===== src/rtl/ivl_timer_pkg.sv =====
package ivl_timer_pkg;
  localparam int MULT_MAX = 5;
  localparam int MULT_W   = $clog2(MULT_MAX + 1);
  typedef logic [MULT_W-1:0] mult_t;
endpackage


===== src/rtl/ivl_tick_gen.sv =====
module ivl_tick_gen #(
  parameter int TICK_CLKS = 10_000_000
) (
  input  logic clk,
  input  logic rst_n,
  input  logic restart,
  output logic tick
);
  localparam int CW = (TICK_CLKS > 1) ? $clog2(TICK_CLKS) : 1;
  localparam logic [CW-1:0] LAST = CW'(TICK_CLKS - 1);

  logic [CW-1:0] cnt;

  assign tick = (cnt == LAST);

  always_ff @(posedge clk or negedge rst_n) begin
    if (!rst_n)       cnt <= '0;
    else if (restart) cnt <= '0;
    else if (tick)    cnt <= '0;
    else              cnt <= cnt + 1'b1;
  end

  assert_cnt_range_R2: assert property (@(posedge clk) disable iff (!rst_n)
    cnt <= LAST);
  assert_restart_zero_R10: assert property (@(posedge clk) disable iff (!rst_n)
    restart |=> (cnt == '0));
endmodule


===== src/rtl/ivl_interval_cnt.sv =====
module ivl_interval_cnt
  import ivl_timer_pkg::*;
(
  input  logic  clk,
  input  logic  rst_n,
  input  logic  restart,
  input  logic  tick,
  input  mult_t mult,
  output logic  expire
);
  mult_t icnt;
  logic  last;

  assign last   = (icnt == mult - 1'b1);
  assign expire = tick && last && !restart;

  always_ff @(posedge clk or negedge rst_n) begin
    if (!rst_n)       icnt <= '0;
    else if (restart) icnt <= '0;
    else if (tick)    icnt <= last ? '0 : icnt + 1'b1;
  end

  assert_icnt_below_R6: assert property (@(posedge clk) disable iff (!rst_n)
    icnt < mult);
  assert_rearm_R6: assert property (@(posedge clk) disable iff (!rst_n)
    expire |=> (icnt == '0));
endmodule


===== src/rtl/ivl_flag_latch.sv =====
module ivl_flag_latch (
  input  logic clk,
  input  logic rst_n,
  input  logic set,
  input  logic clr,
  output logic q
);
  always_ff @(posedge clk or negedge rst_n) begin
    if (!rst_n)   q <= 1'b0;
    else if (set) q <= 1'b1;
    else if (clr) q <= 1'b0;
  end

  assert_set_wins_R9: assert property (@(posedge clk) disable iff (!rst_n)
    set |=> q);
  assert_read_clears_R7: assert property (@(posedge clk) disable iff (!rst_n)
    (clr && !set) |=> !q);
  assert_hold_R7: assert property (@(posedge clk) disable iff (!rst_n)
    (!clr && !set) |=> $stable(q));
endmodule


===== src/rtl/ivl_status_timer.sv =====
module ivl_status_timer
  import ivl_timer_pkg::*;
#(
  parameter int                TICK_CLKS = 10_000_000,
  parameter int                ADDR_W    = 2,
  parameter int                DATA_W    = 6,
  parameter logic [ADDR_W-1:0] TMR_ADDR  = 2'd2
) (
  input  logic              clk,
  input  logic              rst_n,
  input  logic              wr_en,
  input  logic [ADDR_W-1:0] wr_addr,
  input  logic [DATA_W-1:0] wr_data,
  input  logic              rd_stb,
  output logic              ivl_flag
);
  logic  wr_hit;
  logic  tick;
  logic  expire;
  mult_t mult_q;
  mult_t mult_in;

  assign wr_hit = wr_en && (wr_addr == TMR_ADDR);

  always_comb begin
    if (wr_data >= DATA_W'(1) && wr_data <= DATA_W'(MULT_MAX))
      mult_in = mult_t'(wr_data);
    else
      mult_in = mult_t'(1);
  end

  always_ff @(posedge clk or negedge rst_n) begin
    if (!rst_n)      mult_q <= mult_t'(1);
    else if (wr_hit) mult_q <= mult_in;
  end

  ivl_tick_gen #(.TICK_CLKS(TICK_CLKS)) u_tick (
    .clk(clk), .rst_n(rst_n), .restart(wr_hit), .tick(tick)
  );

  ivl_interval_cnt u_cnt (
    .clk(clk), .rst_n(rst_n), .restart(wr_hit), .tick(tick),
    .mult(mult_q), .expire(expire)
  );

  ivl_flag_latch u_flag (
    .clk(clk), .rst_n(rst_n), .set(expire), .clr(rd_stb), .q(ivl_flag)
  );

  assert_mult_range_R4: assert property (@(posedge clk) disable iff (!rst_n)
    (mult_q >= mult_t'(1)) && (mult_q <= mult_t'(MULT_MAX)));
  assert_foreign_write_R5: assert property (@(posedge clk) disable iff (!rst_n)
    (wr_en && wr_addr != TMR_ADDR) |=> $stable(mult_q));
  assert_no_expire_on_write_R10: assert property (@(posedge clk) disable iff (!rst_n)
    (wr_hit && rd_stb) |=> !ivl_flag);
endmodule


===== config.mk =====
export PLATFORM = sky130hd
export DESIGN_NAME = ivl_status_timer
export DESIGN_NICKNAME = d
export VERILOG_FILES = /design/src/rtl/ivl_timer_pkg.sv /design/src/rtl/ivl_tick_gen.sv /design/src/rtl/ivl_interval_cnt.sv /design/src/rtl/ivl_flag_latch.sv /design/src/rtl/ivl_status_timer.sv
export SDC_FILE = /design/constraint.sdc
export NUM_CORES = 1
export LEC_CHECK = 0
export BUFFER_PORTS_ARGS = -buffer_cell sky130_fd_sc_hd__buf_2
export CORE_ASPECT_RATIO = 1.4
export CORE_MARGIN = 2
export CORE_UTILIZATION = 30
export CTS_CLUSTER_SIZE = 28
export DETAILED_ROUTE_END_ITERATION = 16
export PLACE_DENSITY_LB_ADDON = 0.3
export SYNTH_ARGS = -nofsm -noshare
export SYNTH_HDL_FRONTEND = slang
export SYNTH_HIERARCHICAL = 1
export SYNTH_SLANG_ARGS = --single-unit
export TNS_END_PERCENT = 20

===== constraint.sdc =====
create_clock -name clk -period 2.29 [get_ports clk]
set_clock_uncertainty 0.05 [all_clocks]
set_input_delay 0.3435 -clock clk [delete_from_list [all_inputs] [get_ports clk]]
set_output_delay 0.3435 -clock clk [all_outputs]
set_load 0.1 [all_outputs]

* Word level (Yosys, flattened, before mapping)
Cells that the tools add are included.
** Storage, ports and cells
- Bits in latches :: 0
- ROM bits :: 0
- Word-level logic and storage cells :: 27
- Memories :: 0
- Input port bits :: 12
- Memory bits (writable) :: 0
- Bits in registers :: 31
** Cells by class
- Reduce and logical (&&, ||, !) cells :: 7
- Add/subtract/negate cells :: 3
- Shift operators :: 0
- Bitwise logic cells :: 0
- Order comparisons :: 2
- Equal/unequal tests :: 3
- Mux-type cells :: 8
- Div/mod/pow operators :: 0
- Multiply operators :: 0
** Operators with widths (count)
- 2-to-1 mux 24 bit :: 2
- adder 24 x 1 -> 24 bit, second input constant :: 1
- equality test 24 bit, second input constant :: 1
- 2-to-1 mux 3 bit :: 4
- >= comparator 6 x 1 -> 1 bit, second input constant :: 1
- <= comparator 6 x 3 -> 1 bit, second input constant :: 1
- logical AND 1 bit :: 4
- nonzero test 2 bit :: 2
- adder 3 x 1 -> 3 bit, second input constant :: 1
- equality test 3 bit :: 1
- subtractor 3 x 1 -> 3 bit, second input constant :: 1
- equality test 2 bit, second input constant :: 1
- 2-to-1 mux 1 bit :: 2
- logical NOT 1 bit :: 1

* Depth between registers and ports, before layout
- Depth after elaboration :: 5
- Depth in mapped cells :: 7
- Mapped depth without buffers :: 7

* Cells and area by module
The synthesis kept the hierarchy.
** By module, submodules not included
- ivl_tick_gen :: area each 1265.0 sq um, sequential area each 600.6 sq um, cells an instance 129, times used 1
- ivl_interval_cnt :: area each 262.8 sq um, sequential area each 75.1 sq um, cells an instance 25, times used 1
- ivl_status_timer :: area each 157.7 sq um, sequential area each 76.3 sq um, cells an instance 14, times used 1
- ivl_flag_latch :: area each 36.3 sq um, sequential area each 25.0 sq um, cells an instance 3, times used 1

* Least setup slack after synthesis
Ideal clock, no wire load.
- Path type :: reg-to-reg
- Start :: register u_tick.cnt[0]
- End :: register u_cnt.icnt[2]
- Cell stages (with the launch flop) :: 8
- Setup time :: 0.094 ns
- Setup slack :: 0.238 ns
- Arrival :: 1.908 ns
- Required time :: 2.146 ns
- Cell sequence :: dfrtp_1 -> ha_1 -> and2_1 -> nand2_2 -> nor3_1 -> nand2_1 -> xor2_1 -> a211oi_1
** On the way
- Cells in the longest elaborated chain, start to end :: 2
** RTL lines
- start: declaration :: RTL line ivl_tick_gen.sv:12 : logic [CW-1:0] cnt;
- start signal: assignment :: RTL line ivl_tick_gen.sv:20 : else cnt <= cnt + 1'b1;
- equality test 24 bit :: RTL line ivl_tick_gen.sv:14 : assign tick = (cnt == LAST);
- via tick :: RTL line ivl_status_timer.sv:18 : logic tick;
- nonzero test 2 bit (no line)
- end signal: assignment :: RTL line ivl_interval_cnt.sv:20 : else if (tick) icnt <= last ? '0 : icnt + 1'b1;
- end: declaration :: RTL line ivl_interval_cnt.sv:11 : mult_t icnt;
The timed path passes the listed nets, and every way through them passes these cells.
A chain may end at the register's enable or synchronous reset.

* Worst setup path in the final report
Same ends and word-level chain as after synthesis.

==> impl_metrics.tcl <==
set metrics [dict create \
    outcome "finished clean" \
    cellPowerDensity_nw_per_um2 622 \
    ys_async_sr_fraction_pct 100 \
    crit_slowest_cell "dfrtp_1" \
    core-area_um2 5530 \
    ys_seq_area_share_pct 45.1 \
    fmax_mhz 514 \
    synthTopCellsByCount "30 x dfrtp_1, 16 x nor2_1, 11 x o21ai_0" \
    maxSlewViolCount 0 \
    rows 32 \
    syn_inst 171 \
    crit_required_ps 2430 \
    crit_fanout 7 \
    clock_path_buffers 2 \
    cts_sinks 31 \
    netlist_area_um2 1720 \
    cts_hold_buffers 0 \
    post_cts.repair.setup_buffers 0 \
    grt_pass1_vias 1290 \
    die_y_um 93.6 \
    grt_pass1_wl_um 5540 \
    synth_xor_area_share_pct 9.96 \
    register_area_um2 777 \
    path_depth 8 \
    rsz0062_at_grt "no" \
    maxCapViolations 0 \
    cp-start-kind "register" \
    synthSimpleGateAreaFrac_pct 27.8 \
    crit_type "register to register" \
    cts.clk_slew.worst_paths_ps 60 \
    die_w_um 68.0 \
    numCtsBuffers 5 \
    synthMuxAreaShare_pct 0.581 \
    drtIter0Drc 45 \
    initial_core_util_pct 31.2 \
    wl_um 3330 \
    synth_area_leader_cell "dfrtp_1" \
    die-area_um2 6370 \
    synth_most_common_cell "dfrtp_1" \
    fin_crit_ps 1950 \
    drc 0 \
    arrival_ps 2080 \
    cts_root_buffer "clkbuf_8" \
    synth_area_per_cell_um2 10.1 \
    path_buf_inv 1 \
    hold_violations 0 \
    power_mw 1.22 \
    drive_gt1_share_pct 17.9 \
    relSlewSlack_pct 53.9 \
    area.growth.synth_to_final_pct 13.8 \
    synth_top_family_by_area "simple AND/OR/NAND/NOR gates" \
    portBuffers 12 \
    yosys_warnings 6 \
    wl_per_cell_um 12.9 \
    crit_start "u_tick/cnt[0]$_DFF_PN0_" \
    fillCellCount 561 \
    place_area_um2 1860 \
    antenna_cells 0 \
    synth_fp_nets 186 \
    timing.rr.start "u_tick/cnt[0]$_DFF_PN0_" \
    grt_use_total_pct 11.6 \
    synth_ff_type "dfrtp_1" \
    setup_violations 0 \
    h-tree-depth 2 \
    crit_path_cell_trace "ha_1 > and2_1 > nand2_2 > nor3_1 > buf_4 > nand2_1 > xor2_1 > a211oi_1" \
    hpwlAfterDp_um 2440 \
    critPathTopFamily "simple AND/OR/NAND/NOR gates" \
    io-pin-count 13 \
    synthDominantCellAreaShare_pct 43.6 \
    cts_resized 0 \
    num_vias 1288 \
    grt_overflow 0 \
    drtAntennaViolNets 0 \
    post-route-period-util_pct 85.0 \
    vdd_drop_max_mv 0.168 \
    gp_congestion 0.744 \
    cp-end-kind "register" \
    grt_max_degree 32 \
    synth-edff-count 0 \
    synth-adder-area-share_pct 2.18 \
    clk_latency_ps 280 \
    synth_cell_type_count 40 \
    cts_tree "built" \
    multiInputGateArea_um2 885 \
    synth_area_leaders "dfrtp_1 44%, xor2_1 5.1%, or3_1 3.6%, xnor2_1 3.6%, nor2_1 3.5%" \
    rr_worst_depth 8 \
    fin_area_um2 1960 \
    worst_slew_pin_slew_ps 691 \
    hold_path.class "input port to asynchronous set/reset pin" \
    tns_ps 0 \
    fin_nets 204 \
    antenna_found_initial 0 \
    synth_seq_cells 31 \
    cpPeakStageDelay_ps 420 \
    viasPerCell 4.99 \
    drtPass1Iterations 4 \
    synth_compound_area_share_pct 10.8 \
    p_leak_nw 0.872 \
]
-- routing by layer --
| layer | vias to the layer above | global-route usage, % | part of all wire [%] |
|---|---|---|---|
| met5 | - | 0 | 0 |
| met4 | 0 | 5.00 | 1.4 |
| met3 | 4 | 2.89 | 2.5 |
| met2 | 19 | 21.0 | 53 |
| met1 | 615 | 12.2 | 43 |
| li1 | 650 | - | - |
-- state kept, by name (all words and copies together), names as in the netlist --
| register | cells |
|---|---|
| u_cnt/icnt | 3 |
| u_flag/q | 1 |
| mult_q | 3 |
| u_tick/cnt | 24 |
-- through the flow --
stage | util (%) | setup WS (ps) | instances | hold slack, ps
floorplan | - | 238 | 171 | -2.09
global route | 35.5 | 161 | 258 | 125
CTS | 35.5 | 307 | 258 | 85.9
detailed placement | 33.7 | 332 | 250 | 387
finish | 35.5 | 343 | 258 | 57.1
global placement | 33.7 | 403 | 250 | 383
-- report_power, final --
part / leakage, nW / internal (mW) / switching [mW]
Clock: 0.0515 / 0.274 / 0.194
Sequential: 0.422 / 0.587 / 0.0476
Combinational: 0.398 / 0.0552 / 0.0620
-- final cells by class --
cell class	instances	share of cell area [%]
clock buffer	8	5.11
inverter	8	1.53
multi-input combinational	128	45.1
sequential	31	39.7
tap	68	4.34
timing repair buffer	15	4.21
-- path summary, 6_finish.rpt --
path	endpoint	slack (ps)
worst max-delay path	u_cnt/icnt[2]$_DFFE_PN0P_	340
worst max register to register	u_cnt/icnt[2]$_DFFE_PN0P_	340
max in group asynchronous	u_tick/cnt[23]$_DFF_PN0_	1690
worst min register to register	u_flag/q$_DFFE_PN0P_	420
min in group clk	mult_q[0]$_DFFE_PN1P_	270
worst min-delay path	mult_q[2]$_DFFE_PN0P_	60
-- logic make-up after synthesis --
| kind of cell | count (synthesis) |
|---|---|
| simple gates | 78 |
| compound gates | 28 |
| mux | 1 |
| fa+ha+maj | 3 |
| xor+xnor | 18 |
| flops | 31 |
| buf+inv | 12 |
-- cells in the final DEF, fill, tap and decap left out, types with 2 or more instances in the layout --
cell type / count
a21oi_1: 9
and2_1: 2
and3_1: 4
and4_1: 3
buf_2: 12
buf_4: 3
clkbuf_8: 7
dfrtp_1: 30
ha_1: 3
inv_1: 8
nand2_1: 9
nand2b_1: 4
nand3_1: 9
nand4_1: 7
nor2_1: 16
nor3_1: 2
o21ai_0: 11
or3_1: 10
or4_4: 2
xnor2_1: 7
xor2_1: 10
No activity file was read; power rests on OpenSTA's default activity.
